===== config.mk =====
export PLATFORM = sky130hd
export DESIGN_NAME = sync_pwm_timer
export DESIGN_NICKNAME = d
export VERILOG_FILES = /design/src/rtl/sptmr_pkg.sv /design/src/rtl/sptmr_chan.sv /design/src/rtl/sptmr_link.sv /design/src/rtl/sync_pwm_timer.sv
export SDC_FILE = /design/constraint.sdc
export NUM_CORES = 1
export LEC_CHECK = 0
export ABC_AREA = 0
export BUFFER_PORTS_ARGS = -buffer_cell sky130_fd_sc_hd__buf_4
export CAP_MARGIN = 20
export CELL_PAD_IN_SITES_DETAIL_PLACEMENT = 0
export CELL_PAD_IN_SITES_GLOBAL_PLACEMENT = 1
export CORE_MARGIN = 5
export CORE_UTILIZATION = 49
export DETAILED_ROUTE_END_ITERATION = 10
export PLACE_DENSITY_LB_ADDON = 0.1
export SLEW_MARGIN = 20
export SYNTH_ARGS = -nofsm -noshare
export SYNTH_HDL_FRONTEND = slang
export SYNTH_SLANG_ARGS = --single-unit

===== constraint.sdc =====
create_clock -name clk -period 2.9 [get_ports clk]
set_input_delay 0 -clock clk [delete_from_list [all_inputs] [get_ports clk]]
set_output_delay 0 -clock clk [all_outputs]
set_load 0.03 [all_outputs]

===== src/rtl/sptmr_pkg.sv =====
package sptmr_pkg;

    typedef enum logic [1:0] {
        CLR_NONE = 2'b00,
        CLR_A    = 2'b01,
        CLR_B    = 2'b10,
        CLR_SYNC = 2'b11
    } clr_sel_e;

    typedef struct packed {
        logic     pwm_en;
        logic     cap_b;
        logic     cap_a;
        clr_sel_e sel;
    } ch_ctrl_t;

    localparam int CTRL_W = $bits(ch_ctrl_t);

endpackage


===== src/rtl/sptmr_chan.sv =====
module sptmr_chan
    import sptmr_pkg::*;
#(
    parameter int CW = 16
) (
    input  logic          clk,
    input  logic          rst_n,
    input  logic          tick,
    input  logic          cnt_load,
    input  logic          gra_wr,
    input  logic          grb_wr,
    input  logic          ctrl_wr,
    input  logic [CW-1:0] wdata,
    input  logic          cap,
    input  logic          sync_member,
    input  logic          sync_clr,
    output logic          src_clr,
    output logic [CW-1:0] cnt,
    output logic [CW-1:0] gra,
    output logic [CW-1:0] grb,
    output ch_ctrl_t      ctrl,
    output logic          pwm
);

    typedef struct packed {
        logic [CW-1:0] cnt;
        logic [CW-1:0] gra;
        logic [CW-1:0] grb;
        ch_ctrl_t      ctrl;
        logic          pwm;
    } chan_st_t;

    chan_st_t s_q, s_d;
    logic     hit_a, hit_b, ev_a, ev_b, own_clr, clr;

    always_comb begin
        // compare matches exist only for registers in compare mode
        hit_a = tick && !s_q.ctrl.cap_a && (s_q.cnt == s_q.gra);
        hit_b = tick && !s_q.ctrl.cap_b && (s_q.cnt == s_q.grb);
        ev_a  = s_q.ctrl.cap_a ? (tick && cap) : hit_a;
        ev_b  = s_q.ctrl.cap_b ? (tick && cap) : hit_b;

        unique case (s_q.ctrl.sel)
            CLR_A:   own_clr = ev_a;
            CLR_B:   own_clr = ev_b;
            default: own_clr = 1'b0;
        endcase
        clr = own_clr || ((s_q.ctrl.sel == CLR_SYNC) && sync_member && sync_clr);

        s_d = s_q;

        // counter: bus load > clear > increment
        if (cnt_load) begin
            s_d.cnt = wdata;
        end else if (tick) begin
            s_d.cnt = clr ? '0 : s_q.cnt + CW'(1);
        end

        if (gra_wr) begin
            s_d.gra = wdata;
        end else if (tick && cap && s_q.ctrl.cap_a) begin
            s_d.gra = s_q.cnt;
        end

        if (grb_wr) begin
            s_d.grb = wdata;
        end else if (tick && cap && s_q.ctrl.cap_b) begin
            s_d.grb = s_q.cnt;
        end

        if (ctrl_wr) begin
            s_d.ctrl = ch_ctrl_t'(wdata[CTRL_W-1:0]);
        end

        // PWM: fall wins over rise
        if (!s_q.ctrl.pwm_en) begin
            s_d.pwm = 1'b0;
        end else if (hit_b) begin
            s_d.pwm = 1'b0;
        end else if (hit_a) begin
            s_d.pwm = 1'b1;
        end
    end

    always_ff @(posedge clk or negedge rst_n) begin
        if (!rst_n) begin
            s_q.cnt  <= '0;
            s_q.gra  <= '1;
            s_q.grb  <= '1;
            s_q.ctrl <= '0;
            s_q.pwm  <= 1'b0;
        end else begin
            s_q <= s_d;
        end
    end

    assign src_clr = own_clr;
    assign cnt     = s_q.cnt;
    assign gra     = s_q.gra;
    assign grb     = s_q.grb;
    assign ctrl    = s_q.ctrl;
    assign pwm     = s_q.pwm;

endmodule


===== src/rtl/sptmr_link.sv =====
module sptmr_link #(
    parameter int NCH = 3
) (
    input  logic [NCH-1:0] sync_mask,
    input  logic [NCH-1:0] src_clr,
    input  logic [NCH-1:0] own_load,
    output logic [NCH-1:0] cnt_load,
    output logic           sync_clr
);

    logic group_load;

    always_comb begin
        group_load = |(own_load & sync_mask);
        sync_clr   = |(src_clr & sync_mask);
        for (int i = 0; i < NCH; i++) begin
            cnt_load[i] = own_load[i] || (sync_mask[i] && group_load);
        end
    end

endmodule


===== src/rtl/sync_pwm_timer.sv =====
module sync_pwm_timer
    import sptmr_pkg::*;
#(
    parameter int NCH = 3,
    parameter int CW  = 16,
    localparam int NREG = NCH * 4 + 2,
    localparam int AW   = $clog2(NREG)
) (
    input  logic           clk,
    input  logic           rst_n,
    input  logic           cnt_en,
    input  logic [AW-1:0]  bus_addr,
    input  logic [CW-1:0]  bus_wdata,
    input  logic           bus_we,
    output logic [CW-1:0]  bus_rdata,
    input  logic [NCH-1:0] cap_in,
    output logic [NCH-1:0] pwm_out
);

    localparam logic [AW-1:0] A_SYNC  = AW'(NCH * 4);
    localparam logic [AW-1:0] A_START = AW'(NCH * 4 + 1);

    typedef struct packed {
        logic [NCH-1:0] sync;
        logic [NCH-1:0] start;
    } shared_st_t;

    shared_st_t sh_q, sh_d;

    logic [NCH-1:0]          sync_mask, start_mask;
    logic [NCH-1:0]          own_load, cnt_load, gra_wr, grb_wr, ctrl_wr, src_clr;
    logic                    sync_clr;
    logic [NCH-1:0][CW-1:0]  cnt_v, gra_v, grb_v;
    ch_ctrl_t [NCH-1:0]      ctrl_v;

    always_comb begin
        sh_d = sh_q;
        if (bus_we && bus_addr == A_SYNC)  sh_d.sync  = bus_wdata[NCH-1:0];
        if (bus_we && bus_addr == A_START) sh_d.start = bus_wdata[NCH-1:0];
    end

    always_ff @(posedge clk or negedge rst_n) begin
        if (!rst_n) begin
            sh_q <= '0;
        end else begin
            sh_q <= sh_d;
        end
    end

    assign sync_mask  = sh_q.sync;
    assign start_mask = sh_q.start;

    sptmr_link #(.NCH(NCH)) u_link (
        .sync_mask (sync_mask),
        .src_clr   (src_clr),
        .own_load  (own_load),
        .cnt_load  (cnt_load),
        .sync_clr  (sync_clr)
    );

    for (genvar i = 0; i < NCH; i++) begin : g_ch
        assign own_load[i] = bus_we && (bus_addr == AW'(i * 4));
        assign gra_wr[i]   = bus_we && (bus_addr == AW'(i * 4 + 1));
        assign grb_wr[i]   = bus_we && (bus_addr == AW'(i * 4 + 2));
        assign ctrl_wr[i]  = bus_we && (bus_addr == AW'(i * 4 + 3));

        sptmr_chan #(.CW(CW)) u_chan (
            .clk         (clk),
            .rst_n       (rst_n),
            .tick        (cnt_en && start_mask[i]),
            .cnt_load    (cnt_load[i]),
            .gra_wr      (gra_wr[i]),
            .grb_wr      (grb_wr[i]),
            .ctrl_wr     (ctrl_wr[i]),
            .wdata       (bus_wdata),
            .cap         (cap_in[i]),
            .sync_member (sync_mask[i]),
            .sync_clr    (sync_clr),
            .src_clr     (src_clr[i]),
            .cnt         (cnt_v[i]),
            .gra         (gra_v[i]),
            .grb         (grb_v[i]),
            .ctrl        (ctrl_v[i]),
            .pwm         (pwm_out[i])
        );
    end

    always_comb begin
        bus_rdata = '0;
        for (int i = 0; i < NCH; i++) begin
            if (bus_addr == AW'(i * 4))     bus_rdata = cnt_v[i];
            if (bus_addr == AW'(i * 4 + 1)) bus_rdata = gra_v[i];
            if (bus_addr == AW'(i * 4 + 2)) bus_rdata = grb_v[i];
            if (bus_addr == AW'(i * 4 + 3)) bus_rdata = CW'(ctrl_v[i]);
        end
        if (bus_addr == A_SYNC)  bus_rdata = CW'(sh_q.sync);
        if (bus_addr == A_START) bus_rdata = CW'(sh_q.start);
    end

endmodule


## Yosys cells after proc, flatten, opt, wreduce, memory -nomap -nowiden

Cells that the tools add are included.

- Register bits after elaboration: 168
- Bits of input ports: 27
- Output and inout port bits: 19
- Logic and storage cells: 186

- Add/sub/neg operators: 3
- Equal/unequal tests: 31
- Muxes and demuxes: 53
- Bitwise operators: 2
- Reductions and logical operators: 71

Operators by type and width:

| cell | count |
|---|---|
| 16-bit 2-to-1 mux | 35 |
| 16-bit == test | 6 |
| 16-bit by 1-bit adder with 16-bit output, second input constant | 3 |
| 1-bit logical AND | 47 |
| 4-bit == test, second input constant | 6 |
| 2-bit nonzero test | 9 |
| 4-bit by 3-bit == test with 1-bit output, second input constant | 4 |
| 1-bit 2-to-1 mux | 15 |
| 2-bit == test, second input constant | 6 |
| 3-bit inequality test, second input constant | 3 |
| 4-bit by 2-bit == test with 1-bit output, second input constant | 2 |
| 3-bit AND | 2 |
| 2-bit by 1-bit == test with 1-bit output, second input constant | 3 |
| 1-bit logical NOT | 6 |
| 1-bit logical OR | 6 |
| 1-bit case mux with 2 select lines | 3 |
| 3-bit OR reduction | 2 |
| 4-bit by 1-bit == test with 1-bit output, second input constant | 1 |
| 4-bit logical NOT | 1 |

## Longest topological paths before layout

- Word-level depth: 15
- Gate-level depth with buffers: 10
- Depth with buffers taken out: 9

## Modules after synthesis

From an unflattened synthesis, not the netlist that was laid out.

- Cell total of the unflattened synthesis: 1327
- Area, all modules: 12016.5 um2

By module, submodules not included:

| module | times used | cells each | area each (um2) | seq. area each (um2) |
|---|---|---|---|---|
| sptmr_chan (g_ch[0].u_chan ...) | 2 | 341 | 3311.9 | 1391.3 |
| sptmr_chan (g_ch[2].u_chan) | 1 | 341 | 3402.0 | 1391.3 |
| sync_pwm_timer | 1 | 296 | 1928.1 | 150.1 |
| sptmr_link | 1 | 8 | 62.6 | 0.0 |

## Worst setup path before layout

No wires, ideal clock.

- Path type: register -> register
- From: register, netlist name g_ch[0].u_chan.gra[3]
- To: register, netlist name g_ch[2].u_chan.cnt[15]
- Setup time: 0.127 ns
- Data arrival time: 2.064 ns
- Required time: 2.773 ns
- Setup slack: 0.709 ns
- Stages on the path, launching flop included: 10
- Buffers on the path: 1
- Period minus slack after synthesis: 2.191 ns
- Path through: dfstp_2 xnor2_1 nand4_1 or4_4 o21ai_2 a32oi_1 a21o_1 buf_6 a32oi_1 nand3_1

- Longest elaborated chain between the ends: 11

RTL lines:

| what | RTL line | source |
|---|---|---|
| 16-bit == test | sptmr_chan.sv:38 | `hit_a = tick && !s_q.ctrl.cap_a && (s_q.cnt == s_q.gra);` |
| 1-bit logical AND | sptmr_chan.sv:38 |  |
| 1-bit 2-to-1 mux | sptmr_chan.sv:40 | `ev_a = s_q.ctrl.cap_a ? (tick && cap) : hit_a;` |
| 1-bit case mux with 2 select lines | sptmr_chan.sv:43 | `unique case (s_q.ctrl.sel)` |
| 3-bit AND | sptmr_link.sv:15 | `sync_clr = \|(src_clr & sync_mask);` |
| 3-bit OR reduction | sptmr_link.sv:15 |  |
| 1-bit logical AND | sptmr_chan.sv:48 | `clr = own_clr \|\| ((s_q.ctrl.sel == CLR_SYNC) && sync_member && sync_clr);` |
| 1-bit logical OR | sptmr_chan.sv:48 |  |
| 16-bit 2-to-1 mux | sptmr_chan.sv:56 | `s_d.cnt = clr ? '0 : s_q.cnt + CW'(1);` |
| 16-bit 2-to-1 mux | sptmr_chan.sv:55 | `end else if (tick) begin` |
| 16-bit 2-to-1 mux | sptmr_chan.sv:53 | `if (cnt_load) begin` |

Every way passes these cells. The select of a mux whose other input is x is not followed.
A chain may end at the register's enable or synchronous reset.

## Worst setup path in the final report

- From: register, netlist name g_ch[0].u_chan.cnt[1]
- To: register, netlist name g_ch[2].u_chan.cnt[6]

- Longest elaborated chain between the ends: 11
- Elaborated cells between the ends (all ways): 14
- Those cells by class: eq/ne (2); mux (6); bitwise (1); reduce/logical (5)

RTL lines:

| what | RTL line |
|---|---|
| 16-bit == test (on tied branches) | sptmr_chan.sv:39, sptmr_chan.sv:38 |
| 1-bit logical AND (on tied branches) | sptmr_chan.sv:39, sptmr_chan.sv:38 |
| 1-bit 2-to-1 mux (on tied branches) | sptmr_chan.sv:41, sptmr_chan.sv:40 |
| 1-bit case mux with 2 select lines (*) | sptmr_chan.sv:43 |
| 3-bit AND (*) | sptmr_link.sv:15 |
| 3-bit OR reduction (*) | sptmr_link.sv:15 |
| 1-bit logical AND (*) | sptmr_chan.sv:48 |
| 1-bit logical OR (*) | sptmr_chan.sv:48 |
| 16-bit 2-to-1 mux (*) | sptmr_chan.sv:56 |
| 16-bit 2-to-1 mux (*) | sptmr_chan.sv:55 |
| 16-bit 2-to-1 mux (*) | sptmr_chan.sv:53 |

Mark *: on every way between the ends. The rest lies on a longest branch, timed or not. The select of a mux whose other input is x is not followed.

==> metrics.cfg <==
[floorplanning]
io_pins=46
floorplan.core_area_sq_um=24200
rows=57
die-area_sq_um=27800
die_h_um=167
die_w_um=167
start_util_pct=49.6

[critical_path]
cp.arrival_ns=3.15
critPathLaunchType=flop
worstPathRequired_ns=3.21
crit_fanout=30
worst_setup_path_end_kind=flop
path_class=reg2reg
regToRegSetupSlack_ns=0.06

[global_route]
grtUsageTotal_pct=29.8
grt_pass1_wl_um=64800
overflow=0
antenna_found_initial=0
grt_pass1_vias=10430
grt_max_degree=68

[clock_tree]
ctsHtreeMaxLevel=4
cts_setup_buffers=0
clk_latency_ns=0.44
cts-root-buf=clkbuf_16
cts.sinks=168
path_clk_slew_ns=0.07
cts_buffers=17
clock_path_buffers=2
cts_tree=done

[sta]
fmax_mhz=352
final.setup.tns_ns=0
period_needed_ns=2.84
tightest_slew_ns=0.735
hold_slack_ns=0.124
drv_slew=0
final_hold_viol_count=0
timing.final.crit_share_pct=98.0
max-slew-margin-rel_pct=51.0
grt_setup_unrepaired=false
skew_ns=0.0168
finalSetupViolCount=0

[power_and_ir_drop]
p_leak_nw=5.71
irDropWorstVdd_mv=0.450
pwr_density_cell_nw_per_um2=868

[drt]
routedWlPerCell_um=23.7
drtAntennaViolNets=0
wl_met1_um=18400
drt_wl_total_um=41700
drt_pre_antenna_iters=6
wl_met3_um=2860
drt_iter0_markers=907
vias=10747
viasPerCell=6.09
drc=0
top_layer=met4
met2_wirelength_um=19100

[final_layout]
final_cell_mix=216 x nand2_1, 176 x o21ai_0, 132 x mux2i_1
syn_to_final_growth_pct=11.5
layout.nets=1466
utilization_pct=55.4
layout-drive-gt1-share_pct=20.3
diodes=0
final_common_cell=nand2_1
nFillCells=2267

[synthesis]
synthDominantCellAreaShare_pct=21.0
synth-async-reset-ratio_pct=100
synth.cell_area_sq_um=12000
synthFlopType=dfstp_2
synthesis.nets=1461
ys_seq_elements=168
synthTopCellsByArea=dfstp_2 21%, dfrtp_1 15%, mux2i_1 11%, o21ai_0 7.4%, nand2_1 6.7%
synth_edf_count=0
ys_warn_count=0
netlist_instances=1422
seq_area_frac_synth_pct=35.9
yosysTopAreaCell=dfstp_2
synth_cell_types=68
avgSynthCellArea_sq_um=8.46

[job]
drv.max_cap_violation_count=0

[place]
place_hpwl_um=29400
gp_congestion=0.887
port_buffers=45

[worst_hold_path]
hold_path.class=in2async

[run_status]
status=finished clean

critical path: stages, from the launching register on:
cell and delay, ns:
dfrtp_1 0.50, xor2_1 0.21, nor4_1 0.58, nand3_1 0.27, o21ai_2 0.23, a32oi_1 0.14, a21o_1 0.21, buf_4 0.24
a32oi_1 0.24, nand3_1 0.10
registers in the layout, summed over array words and instances, names as in the netlist:
signal            count
g_ch.u_chan.cnt      48
g_ch.u_chan.pwm       3
sync_mask             3
g_ch.u_chan.gra      48
g_ch.u_chan.grb      48
start_mask            3
g_ch.u_chan.ctrl     15
power breakdown:
group          internal (mW)  leakage (nW)  switching (mW)
Clock                   1.22         0.275            1.07
Sequential              3.74          1.78            1.17
Combinational           2.05          3.65            2.40
Total                   7.01          5.71            4.64
cell type report:
type / instances / area [sq um] / share of cell area (%)
multi-input combinational: 1085 / 6980 / 52.0
sequential: 168 / 4320 / 32.2
timing repair buffer: 136 / 1080 / 8.04
clock buffer: 19 / 443 / 3.30
tap: 324 / 405 / 3.02
clock inverter: 13 / 124 / 0.923
inverter: 19 / 71.3 / 0.531
Yosys cell counts (5+ instances only):
library cell  instances
inv_1                18
buf_6                 5
nor2b_1               7
buf_2                46
nor4_1               21
nand3_1              70
and2_1                7
xor2_1               50
clkbuf_1             77
a32oi_1              18
xnor2_1              53
buf_4                11
and3_1               21
o21ai_0             177
nand2_1             216
a22oi_1              15
nand4_1              16
nor3_1               24
a21o_1                5
dfrtp_1              72
mux2i_1             132
or3_1                 7
a21oi_1              60
ha_1                 12
o32ai_1               5
o31ai_1               5
mux4_2                6
buf_1                11
o22ai_1               6
nor2_1               69
o21a_1               10
mux2_2               16
dfstp_2              96
logic make-up (layout without fill, tap and decap cells):
family	after synthesis	count (layout)	share of synthesized area, %
adder cells (fa/ha/maj)	12	12	1.25
AO/OA/AOI/OAI	337	337	16.7
buffers and inverters	169	187	6.40
flip-flops	168	168	35.9
multiplexers	154	154	13.6
AND/OR/NAND/NOR	479	479	18.6
XOR/XNOR	103	103	7.50
what timing repair did:
item / CTS / global route
resized for setup: 0 / 1
hold buffers: 17 / 0
endpoints found under the setup margin: 0 / 3
hold endpoints to repair: 182 / 0
path summary, 6_finish.rpt:
path,from,endpoint,cells past startpoint
max in group asynchronous,rst_n,g_ch[2].u_chan.gra[3],3
setup / recovery,g_ch[0].u_chan.cnt[1],g_ch[2].u_chan.cnt[6],9
setup reg to reg,g_ch[0].u_chan.cnt[1],g_ch[2].u_chan.cnt[6],9
hold reg to reg,g_ch[2].u_chan.pwm,g_ch[2].u_chan.pwm,1
hold / removal,rst_n,g_ch[2].u_chan.cnt[11],2
min in group clk,bus_addr[3],sync_mask[1],4
metrics by stage:
stage               instance area (sq um)  instances  total power [mW]  worst slack (ns)
finish                              13400       1764              11.6            0.0577
global route                        13400       1764              12.3           0.00471
CTS                                 13400       1764              11.6             0.184
detailed placement                  12700       1715              9.31             0.225
global placement                    12700       1715              9.24             0.224
floorplan                           12000       1422              7.81             0.709
per-layer routing:
metal | global-route usage (%) | vias to the layer above
li1 | - | 5000
met1 | 41.7 | 5247
met2 | 47.4 | 419
met3 | 5.36 | 81
met4 | 8.96 | 0
met5 | 0 | -
Note: power is estimated with default switching activity, not from simulation.
